[src/rtl/nlcd_pkg.sv]
package nlcd_pkg;

    typedef struct packed {
        logic local_lb;
        logic ja_lb;
        logic remote_lb;
        logic send_ones;
        logic chip_rst;
        logic armed;
    } mode_ctl_t;

    function automatic mode_ctl_t decode_mode(input logic rmt, input logic loc, input logic aos);
        mode_ctl_t m;
        m = '0;
        case ({rmt, loc, aos})
            3'b001:  m.send_ones = 1'b1;
            3'b010:  m.local_lb  = 1'b1;
            3'b011: begin
                m.ja_lb     = 1'b1;
                m.send_ones = 1'b1;
            end
            3'b100,
            3'b101:  m.remote_lb = 1'b1;
            3'b110:  m.chip_rst  = 1'b1;
            3'b111:  m.armed     = 1'b1;
            default: m = '0;
        endcase
        return m;
    endfunction

    function automatic logic forces_release(input mode_ctl_t m);
        return m.local_lb | m.ja_lb | m.remote_lb | m.chip_rst;
    endfunction

endpackage

[src/rtl/nlcd_pattern_match.sv]
module nlcd_pattern_match #(
    parameter int PERIOD = 5
) (
    input  logic clk,
    input  logic rst,
    input  logic en,
    input  logic bit_vld,
    input  logic bit_in,
    output logic in_sync
);
    localparam int ZW = $clog2(PERIOD + 1);
    localparam logic [ZW-1:0] GAP = ZW'(PERIOD - 1);
    localparam logic [ZW-1:0] ZMAX = ZW'(PERIOD);

    logic [ZW-1:0] zrun_q;
    logic          sync_q;

    always_ff @(posedge clk) begin
        if (rst || !en) begin
            zrun_q <= '0;
            sync_q <= 1'b0;
        end else if (bit_vld) begin
            if (bit_in) begin
                sync_q <= (zrun_q == GAP);
                zrun_q <= '0;
            end else begin
                if (zrun_q >= GAP)
                    sync_q <= 1'b0;
                if (zrun_q < ZMAX)
                    zrun_q <= zrun_q + 1'b1;
            end
        end
    end

    assign in_sync = sync_q;


    zero_run_bound_chk: assert property (@(posedge clk) disable iff (rst) zrun_q <= ZMAX);


    sync_on_one_chk: assert property (@(posedge clk) disable iff (rst)
        $rose(sync_q) |-> $past(bit_vld && bit_in && en));

endmodule

[src/rtl/nlcd_qual_timer.sv]
module nlcd_qual_timer #(
    parameter int SECS = 5
) (
    input  logic clk,
    input  logic rst,
    input  logic run,
    input  logic tick,
    output logic qualified
);
    localparam int CW = $clog2(SECS + 1);
    localparam logic [CW-1:0] LIMIT = CW'(SECS);

    logic [CW-1:0] cnt_q;

    always_ff @(posedge clk) begin
        if (rst || !run)
            cnt_q <= '0;
        else if (tick && cnt_q < LIMIT)
            cnt_q <= cnt_q + 1'b1;
    end

    assign qualified = (cnt_q == LIMIT);


    timer_limit_chk: assert property (@(posedge clk) disable iff (rst) cnt_q <= LIMIT);


    timer_restart_chk: assert property (@(posedge clk) disable iff (rst)
        !run |=> cnt_q == '0);

endmodule

[src/rtl/nlcd_irq.sv]
module nlcd_irq (
    input  logic clk,
    input  logic rst,
    input  logic flag_a,
    input  logic flag_b,
    input  logic flag_c,
    input  logic clr,
    output logic pend
);
    logic [2:0] prev_q;
    logic       pend_q;
    logic       change;

    assign change = (prev_q != {flag_a, flag_b, flag_c});

    always_ff @(posedge clk) begin
        if (rst) begin
            prev_q <= '0;
            pend_q <= 1'b0;
        end else begin
            prev_q <= {flag_a, flag_b, flag_c};
            if (change)
                pend_q <= 1'b1;
            else if (clr)
                pend_q <= 1'b0;
        end
    end

    assign pend = pend_q;


    irq_on_change_chk: assert property (@(posedge clk) disable iff (rst)
        change |=> pend_q);


    irq_hold_chk: assert property (@(posedge clk) disable iff (rst)
        (pend_q && !clr) |=> pend_q);

endmodule

[src/rtl/nloop_code_detector.sv]
module nloop_code_detector
    import nlcd_pkg::*;
#(
    parameter int ACT_PERIOD   = 5,
    parameter int REL_PERIOD   = 3,
    parameter int QUAL_SECS    = 5
) (
    input  logic clk,
    input  logic rst,
    input  logic rx_vld,
    input  logic rx_bit,
    input  logic sec_tick,
    input  logic rmt_loop,
    input  logic loc_loop,
    input  logic send_ones,
    input  logic los_in,
    input  logic ais_in,
    input  logic irq_clr,
    output logic lb_local,
    output logic lb_ja_point,
    output logic lb_remote,
    output logic tx_all_ones,
    output logic chip_rst,
    output logic det_armed,
    output logic nloop,
    output logic irq_n
);
    localparam int NCODES = 2;

    mode_ctl_t mode;
    logic      release_mode;
    logic      nloop_q;
    logic      irq_pend;
    logic [NCODES-1:0] code_sync;
    logic [NCODES-1:0] code_qual;

    assign mode         = decode_mode(rmt_loop, loc_loop, send_ones);
    assign release_mode = forces_release(mode);

    genvar g;
    generate
        for (g = 0; g < NCODES; g++) begin : g_code
            localparam int P = (g == 0) ? ACT_PERIOD : REL_PERIOD;
            nlcd_pattern_match #(.PERIOD(P)) u_match (
                .clk     (clk),
                .rst     (rst),
                .en      (mode.armed),
                .bit_vld (rx_vld),
                .bit_in  (rx_bit),
                .in_sync (code_sync[g])
            );
            nlcd_qual_timer #(.SECS(QUAL_SECS)) u_timer (
                .clk       (clk),
                .rst       (rst),
                .run       (mode.armed && code_sync[g]),
                .tick      (sec_tick),
                .qualified (code_qual[g])
            );
        end
    endgenerate

    always_ff @(posedge clk) begin
        if (rst || release_mode)
            nloop_q <= 1'b0;
        else if (mode.armed) begin
            if (!nloop_q && code_qual[0])
                nloop_q <= 1'b1;
            else if (nloop_q && code_qual[1])
                nloop_q <= 1'b0;
        end
    end

    nlcd_irq u_irq (
        .clk    (clk),
        .rst    (rst),
        .flag_a (nloop_q),
        .flag_b (los_in),
        .flag_c (ais_in),
        .clr    (irq_clr),
        .pend   (irq_pend)
    );

    assign lb_local    = mode.local_lb;
    assign lb_ja_point = mode.ja_lb;
    assign lb_remote   = mode.remote_lb | nloop_q;
    assign tx_all_ones = mode.send_ones;
    assign chip_rst    = mode.chip_rst;
    assign det_armed   = mode.armed;
    assign nloop       = nloop_q;
    assign irq_n       = ~irq_pend;


    mode_exclusive_chk: assert property (@(posedge clk) disable iff (rst)
        $onehot0({mode.local_lb, mode.ja_lb, mode.remote_lb, mode.chip_rst, mode.armed}));


    set_needs_arm_chk: assert property (@(posedge clk) disable iff (rst)
        $rose(nloop_q) |-> $past(mode.armed));


    release_clears_chk: assert property (@(posedge clk) disable iff (rst)
        release_mode |=> !nloop_q);


    remote_follows_flag_chk: assert property (@(posedge clk) disable iff (rst)
        nloop_q |-> lb_remote);

endmodule

[config.mk]
export PLATFORM = sky130hd
export DESIGN_NAME = nloop_code_detector
export DESIGN_NICKNAME = d
export VERILOG_FILES = /design/src/rtl/nlcd_pkg.sv /design/src/rtl/nlcd_pattern_match.sv /design/src/rtl/nlcd_qual_timer.sv /design/src/rtl/nlcd_irq.sv /design/src/rtl/nloop_code_detector.sv
export SDC_FILE = /design/constraint.sdc
export NUM_CORES = 1
export LEC_CHECK = 0
export BUFFER_PORTS_ARGS = -buffer_cell sky130_fd_sc_hd__buf_2
export CAP_MARGIN = 20
export CORE_MARGIN = 8
export CORE_UTILIZATION = 57
export CTS_CLUSTER_SIZE = 14
export DETAILED_ROUTE_END_ITERATION = 10
export PLACE_DENSITY = 0.8
export SLEW_MARGIN = 15
export SYNTH_ARGS = -nofsm -noshare
export SYNTH_HDL_FRONTEND = slang
export SYNTH_HIERARCHICAL = 1
export SYNTH_SLANG_ARGS = --single-unit
[constraint.sdc]
create_clock -name clk -period 2.3 [get_ports clk]
set_input_delay 0.23 -clock clk [delete_from_list [all_inputs] [get_ports clk]]
set_output_delay 0.23 -clock clk [all_outputs]
set_load 0.02 [all_outputs]
==> results of run 1 <==
[logic make-up after synthesis]
kind of cell             Yosys count  synth area share (%)
buffers and inverters             13                 5.283
flip-flops                        18                 37.11
AO/OA/AOI/OAI                     27                 18.04
adder cells (fa/ha/maj)            8                 10.31
XOR/XNOR                           3                 2.707
AND/OR/NAND/NOR                   44                 26.55
[layout by cell type, fill, tap and decap left out, types with 2 or more instances in the layout]
master and n:
sky130_fd_sc_hd__nor2b_1 6, sky130_fd_sc_hd__nand2b_1 5, sky130_fd_sc_hd__dfxtp_1 18, sky130_fd_sc_hd__nor2_1 3, sky130_fd_sc_hd__nand2_1 10, sky130_fd_sc_hd__and2_1 3, sky130_fd_sc_hd__a21o_2 2, sky130_fd_sc_hd__nand4_1 2
sky130_fd_sc_hd__clkbuf_4 3, sky130_fd_sc_hd__buf_2 18, sky130_fd_sc_hd__a21oi_1 11, sky130_fd_sc_hd__inv_2 3, sky130_fd_sc_hd__inv_1 8, sky130_fd_sc_hd__ha_1 8, sky130_fd_sc_hd__a211oi_1 2, sky130_fd_sc_hd__nand3b_1 4
sky130_fd_sc_hd__a311oi_1 2, sky130_fd_sc_hd__xnor2_1 3, sky130_fd_sc_hd__and2_2 2, sky130_fd_sc_hd__o21ai_0 3, sky130_fd_sc_hd__nor4_1 2, sky130_fd_sc_hd__or4_1 2
[per-layer routing]
layer  global-route usage, %  vias to the layer above  routed length (um)
li1                        -                      438                   -
met1                   13.51                      387                 791
met2                   20.61                       18                 972
met3                   4.484                        2                  98
met4                   5.357                        0                  12
met5                       0                        -                   0
[through the flow]
step                      setup WS [ns]  cell area [um2]  instances  total power, W
after detailed placement         0.9396             1072        146       0.0003796
after global routing             0.8612             1109        150       0.0005947
after global placement            1.067             1072        146       0.0003776
after floorplan                   1.079            970.9        113       0.0003543
after CTS                        0.9174             1109        150       0.0005703
final                            0.9241             1109        150       0.0005615
[cells in the mapped netlist]
cell type,n
sky130_fd_sc_hd__and2_2,2
sky130_fd_sc_hd__o21ai_1,1
sky130_fd_sc_hd__a211oi_1,2
sky130_fd_sc_hd__o31ai_1,1
sky130_fd_sc_hd__nand4_1,2
sky130_fd_sc_hd__dfxtp_1,18
sky130_fd_sc_hd__and3_1,1
sky130_fd_sc_hd__o21ai_0,3
sky130_fd_sc_hd__a311oi_1,2
sky130_fd_sc_hd__clkbuf_2,1
sky130_fd_sc_hd__a41oi_1,1
sky130_fd_sc_hd__nand2_1,10
sky130_fd_sc_hd__a21o_1,1
sky130_fd_sc_hd__nor2b_1,6
sky130_fd_sc_hd__and2_1,3
sky130_fd_sc_hd__a32oi_1,1
sky130_fd_sc_hd__or4_1,2
sky130_fd_sc_hd__buf_2,1
sky130_fd_sc_hd__nand3b_1,4
sky130_fd_sc_hd__o221a_2,1
sky130_fd_sc_hd__nor2_1,3
sky130_fd_sc_hd__xnor2_1,3
sky130_fd_sc_hd__a21oi_1,11
sky130_fd_sc_hd__nor3b_1,1
sky130_fd_sc_hd__a21o_2,2
sky130_fd_sc_hd__nor3_1,1
sky130_fd_sc_hd__nand2b_1,5
sky130_fd_sc_hd__inv_1,8
sky130_fd_sc_hd__ha_1,8
sky130_fd_sc_hd__nand4b_1,1
sky130_fd_sc_hd__nor4_1,2
sky130_fd_sc_hd__inv_2,3
sky130_fd_sc_hd__a31oi_1,1
sky130_fd_sc_hd__and3b_1,1
[final cells by class]
| cell class | count | share of cell area (%) |
|---|---|---|
| clock buffer | 4 | 3.273 |
| inverter | 11 | 3.725 |
| multi-input combinational | 82 | 50.45 |
| sequential | 18 | 32.51 |
| tap | 17 | 1.919 |
| timing repair buffer | 18 | 8.126 |
[critical path, stage by stage (launching register included)]
cell                      delay [ns]
sky130_fd_sc_hd__dfxtp_1        0.38
sky130_fd_sc_hd__inv_1          0.06
sky130_fd_sc_hd__ha_1           0.29
sky130_fd_sc_hd__or4_1          0.41
sky130_fd_sc_hd__a21oi_1        0.18
[state kept, by name, summed over array words and instances, names as in the netlist]
signal,cells
g_code.u_match/in_sync,2
g_code.u_match/zrun_q,5
g_code.u_timer/cnt_q,6
nloop,1
u_irq/pend,1
u_irq/prev_q,3
[report_power, final]
| group | internal, W | switching [W] |
|---|---|---|
| logic | 0.0000219 | 0.0000329 |
| clock network | 0.0000963 | 0.0000930 |
| registers | 0.000315 | 0.00000198 |
| total | 0.000434 | 0.000128 |
[final timing paths]
check	from	endpoint	slack, ns	cells past startpoint
worst max register to register	g_code[1].u_match/zrun_q[0]$_SDFFE_PP0P_	g_code[1].u_match/zrun_q[1]$_SDFFE_PP0P_	0.92	4
worst min-delay path	ais_in	u_irq/prev_q[0]$_SDFF_PP0_	0.18	2
worst max-delay path	g_code[1].u_match/zrun_q[0]$_SDFFE_PP0P_	g_code[1].u_match/zrun_q[1]$_SDFFE_PP0P_	0.92	4
worst min register to register	g_code[0].u_match/in_sync$_SDFFE_PP0P_	g_code[0].u_match/in_sync$_SDFFE_PP0P_	0.46	2
==> out/results.ini, run 1 <==
[global_routing]
grt_first_pass_wirelength_um=3263
gr-usage-all-layers_pct=12.28
antenna_found_initial=0
grt_start_max_net_pins=12
gr-total-overflow=0
first_global_vias=761

[route]
drt-initial-drc-count=14
dr.pass1.iters=4
postRouteAntennaNets=0
drt-vias-per-instance=5.633
vias=845
avg_wl_per_cell_um=12.51
postRouteWirelength_um=1876
detail_route.drc_violations=0

[clocking]
cts.root.buffer_cell=sky130_fd_sc_hd__clkbuf_4
post-cts-setup-buffer-count=0
clk_path_buf_depth=2
clk_transition_reported_paths_ns=0.10
ctsHtreeMaxLevel=1
clock_latency_ns=0.29
cts_resized=0
tritoncts.num_buffers=3
cts.sink_count=18
hold_buffer_count_at_cts=0
tritoncts_clock_tree=yes

[floorplan]
die-height_um=57.27
rows=15
initial_core_util_pct=58.13
core_region_area_um2=1670
io_pins=19
die-area_um2=3280
die_w_um=57.27

[run_status]
status=finished clean

[yosys]
netlist_instances=113
syn_area_per_cell_um2=8.592
synthesis.nets=132
synth_top_cell_by_area=sky130_fd_sc_hd__dfxtp_1
synthDistinctLibCells=34
synth_largest_type_area_fraction_pct=37.11
synth-seq-area-share_pct=37.11
yosys_register_bits=18
yosysWarnings=6
synth_top_cells_by_area=sky130_fd_sc_hd__dfxtp_1 (37%), sky130_fd_sc_hd__ha_1 (10%), sky130_fd_sc_hd__a21oi_1 (5.7%), sky130_fd_sc_hd__nand2_1 (3.9%), sky130_fd_sc_hd__nor2b_1 (3.9%)
syn-cell-area_um2=970.9

[worst_setup_path]
crit_path_max_fanout=4
timing.critical_path.to_type=flop
crit_type=reg2reg
required_time_of_the_critical_path_ns=2.52
setup.worst_path.start_class=flop
worstPathArrival_ns=1.59

[sta]
timing.final.hold_violations=0
hold_slack_ns=0.1819
setup-tns-final_ns=0
tightestPinTransition_ns=0.2656
layout_min_cycle_time_ns=1.376
timing.final.max_slew_violations=0
period_share_pct=59.82
fin_worst_skew_ns=0.004520
finalSetupViolCount=0
timing.fmax_ghz=0.7268
worst_slew_margin_rel_pct=82.13
grt_setup_unrepaired=false

[pwr]
cellPowerDensity_nw_per_um2=506.5
irDropWorstVdd_uv=329.7
power.leakage_nw=0.4442

[worst_hold_path]
holdCritPathClass=in2reg

[layout]
layout.filler_cells=141
seqCellArea_um2=360.3
area_delta_synth_final_pct=14.17
post_route_cells_drive_above_1_share_pct=22.56
antenna_cells_inserted=0
finalNetCount=153
multi_input_area_um2=559.3
post_layout_utilization_of_the_core_pct=66.37

[place]
dp_hpwl_um=1424
gp_congestion=0.7765
place.port_buffers=18

[job]
max_cap_violations=0

(Power assumes the default switching activity.)
==> inputs of run 2 (changes only) <==
--- a/config.mk
+++ b/config.mk
@@ -8,10 +8,10 @@
 export BUFFER_PORTS_ARGS = -buffer_cell sky130_fd_sc_hd__buf_2
 export CAP_MARGIN = 20
 export CORE_MARGIN = 8
-export CORE_UTILIZATION = 57
+export CORE_UTILIZATION = 53
 export CTS_CLUSTER_SIZE = 14
 export DETAILED_ROUTE_END_ITERATION = 10
-export PLACE_DENSITY = 0.8
+export PLACE_DENSITY = 0.75
 export SLEW_MARGIN = 15
 export SYNTH_ARGS = -nofsm -noshare
 export SYNTH_HDL_FRONTEND = slang
==> constraint.sdc (replaced) <==
create_clock -name clk -period 1.4 [get_ports clk]
set_input_delay 0.14 -clock clk [delete_from_list [all_inputs] [get_ports clk]]
set_output_delay 0.14 -clock clk [all_outputs]
set_load 0.02 [all_outputs]
==> run 2 against run 1 <==
Worst hold slack lost 0.079 ns. Setup slack got worse by 0.82 ns. Maximum frequency up 6.1%. Global-route usage fell by 1.1 points. Register-to-register slack got worse by 0.82 ns. Die area is 5.4% higher. Clock power rose by 28%. Total power rose by 52%. Sequential share of layout area up 0.19 points. Critical path depth is the same. Non-clock buffer count did not move. Critical endpoint unchanged.
==> out/results.ini, run 2 (synthesis results as in run 1) <==
[route]
routedLengthMet1_um=883  ; +12%
detail_route.drc_violations=0  ; unchanged
avg_wl_per_cell_um=11.25  ; -10%
postRouteAntennaNets=0  ; unchanged
drt-vias-per-instance=5.389  ; -4.3%
dr.pass1.iters=4  ; unchanged
drt-initial-drc-count=26  ; +12
route.met3.wl_um=114  ; +16%
routed.top_layer=met4
vias=846  ; +0.12%
postRouteWirelength_um=1766  ; -5.9%
route.met2.wl_um=755  ; -22%

[sta]
timing.final.max_slew_violations=0  ; unchanged
timing.fmax_ghz=0.7711  ; +6.1%
fin_worst_skew_ns=0.005211  ; +0.0006910 ns
setup-tns-final_ns=0  ; unchanged
finalSetupViolCount=0  ; unchanged
tightestPinTransition_ns=0.2470  ; -0.01860 ns
layout_min_cycle_time_ns=1.297  ; -0.07905 ns
timing.final.hold_violations=0  ; unchanged
period_share_pct=92.63  ; +33 points
worst_slew_margin_rel_pct=83.51  ; +1.4 points
grt_setup_unrepaired=false

[layout]
reg_top3=g_code.u_timer/cnt_q x6, g_code.u_match/zrun_q x5, u_irq/prev_q x3
final_cell_mix=sky130_fd_sc_hd__buf_2 (18), sky130_fd_sc_hd__dfxtp_1 (17), sky130_fd_sc_hd__a21oi_1 (11), sky130_fd_sc_hd__nand2_1 (10)
post_route_cells_drive_above_1_share_pct=22.73  ; +0.17 points
registers.top_by_ff_count=g_code.u_timer/cnt_q
finish.instance_area_um2=1106  ; -0.23%
largest_register_ff_count=6  ; unchanged
finalNetCount=153  ; unchanged
area_delta_synth_final_pct=13.92
final_cells=157  ; +4.7%
antenna_cells_inserted=0  ; unchanged
layout.cells.most_common=sky130_fd_sc_hd__buf_2

[worst_setup_path]
setup.worst_path.start_class=flop
crit_type=reg2reg
crit_path_max_fanout=4  ; unchanged
required_time_of_the_critical_path_ns=1.61  ; -0.91 ns
timing.critical_path.to_type=flop
worstPathArrival_ns=1.51  ; -0.08 ns

[pwr]
power.combinational.fraction_pct=10.5  ; +0.7 points
irDropWorstVdd_uv=522.4  ; +58%
cellPowerDensity_nw_per_um2=770.9  ; +52%
power.leakage_nw=0.4375  ; -1.5%
total_power_w=0.0008527  ; +52%
internal_power_component_w=0.0006539  ; +51%
seq_power_share_pct=61.2  ; +4.7 points
clock_power_share_pct=28.3  ; -5.4 points
netSwitchingFraction_pct=23.32  ; +0.55 points
switching_power_w=0.0001988  ; +56%

[clocking]
ctsHtreeMaxLevel=1  ; unchanged
tritoncts.num_buffers=3  ; unchanged
clock_latency_ns=0.28  ; about the same
clk_path_buf_depth=2  ; unchanged
clk_transition_reported_paths_ns=0.10  ; about the same
tritoncts_clock_tree=yes
cts.sink_count=18  ; unchanged
cts.root.buffer_cell=sky130_fd_sc_hd__clkbuf_4

[floorplan]
initial_core_util_pct=56.23  ; -1.9 points
io_pins=19  ; unchanged
die-area_um2=3457  ; +5.4%
die_w_um=58.80  ; +2.7%
core_region_area_um2=1727  ; +3.4%
rows=15  ; unchanged
die-height_um=58.80  ; +2.7%

[global_routing]
first_global_vias=734  ; -3.5%
antenna_found_initial=0  ; unchanged
gr-usage-all-layers_pct=11.20  ; -1.1 points
grt_start_max_net_pins=12  ; unchanged
gr-total-overflow=0  ; unchanged
grt_first_pass_wirelength_um=3077  ; -5.7%

[worst_hold_path]
holdCritPathClass=in2reg

[run_status]
status=finished clean

[place]
place.port_buffers=18  ; unchanged
dp_hpwl_um=1387  ; -2.7%
gp_congestion=0.7205  ; -7.2%
placed_cell_area_um2=1082  ; +0.93%
numPlacedInstances=154  ; +5.5%

[job]
max_cap_violations=0  ; unchanged

==> run 2: worst paths after layout <==
path,from,end,slack (ns),cells past startpoint
worst min register to register,g_code[0].u_match/in_sync$_SDFFE_PP0P_,g_code[0].u_match/in_sync$_SDFFE_PP0P_,0.46,2
worst max register to register,g_code[1].u_match/zrun_q[0]$_SDFFE_PP0P_,g_code[1].u_match/zrun_q[1]$_SDFFE_PP0P_,0.10,4
worst max-delay path,g_code[1].u_match/zrun_q[0]$_SDFFE_PP0P_,g_code[1].u_match/zrun_q[1]$_SDFFE_PP0P_,0.10,4
worst min-delay path,ais_in,u_irq/prev_q[0]$_SDFF_PP0_,0.10,2
==> run 2: what timing repair did <==
item / CTS / global route
buffers inserted: 0 / 0
gates resized for setup: 0 / 1
endpoints found under the hold margin: 0 / 0
hold buffers: 0 / 0
endpoints found under the setup margin: 0 / 1
==> run 2: through the flow <==
step | hold WS, ns | utilization (%) | setup WS [ns]
final | 0.1034 | 64.06 | 0.1032
after global routing | 0.09509 | 64.06 | 0.02310
after CTS | 0.1004 | 63.99 | 0.06469
after detailed placement | 0.3921 | 62.68 | 0.08938
after global placement | 0.3819 | 62.68 | 0.1694
after floorplan | 0.2094 | - | 0.1792
==> run 2: power by group through the flow <==
stage | clock network [W] | registers [W] | logic [W]
detailed placement | 0 | 0.000534 | 0.0000899
floorplan | 0 | 0.000533 | 0.0000492
global route | 0.000284 | 0.000523 | 0.0000996
global placement | 0 | 0.000533 | 0.0000874
finish | 0.000241 | 0.000522 | 0.0000896
CTS | 0.000255 | 0.000522 | 0.0000902
==> run 2: cell type report <==
class | instances | area (um2)
flip-flops and latches | 18 | 361.6
clock buffers | 3 | 22.52
well taps | 25 | 31.28
fillers | 165 | 620.6
inverters | 11 | 41.29
repair buffers | 18 | 90.09
multi-input cells | 82 | 559.3
==> run 2: critical path, cell delays in order (launching register included) <==
cell and delay (ns):
sky130_fd_sc_hd__dfxtp_2 0.36, sky130_fd_sc_hd__inv_1 0.04, sky130_fd_sc_hd__ha_1 0.28, sky130_fd_sc_hd__or4_1 0.40
sky130_fd_sc_hd__a21oi_1 0.15
==> run 2: layer usage <==
metal / GRT usage, % / vias to the layer above
li1: - / 436
met4: 5.119 / 0
met3: 3.913 / 2
met2: 17.45 / 16
met1: 13.41 / 392
met5: 0 / -
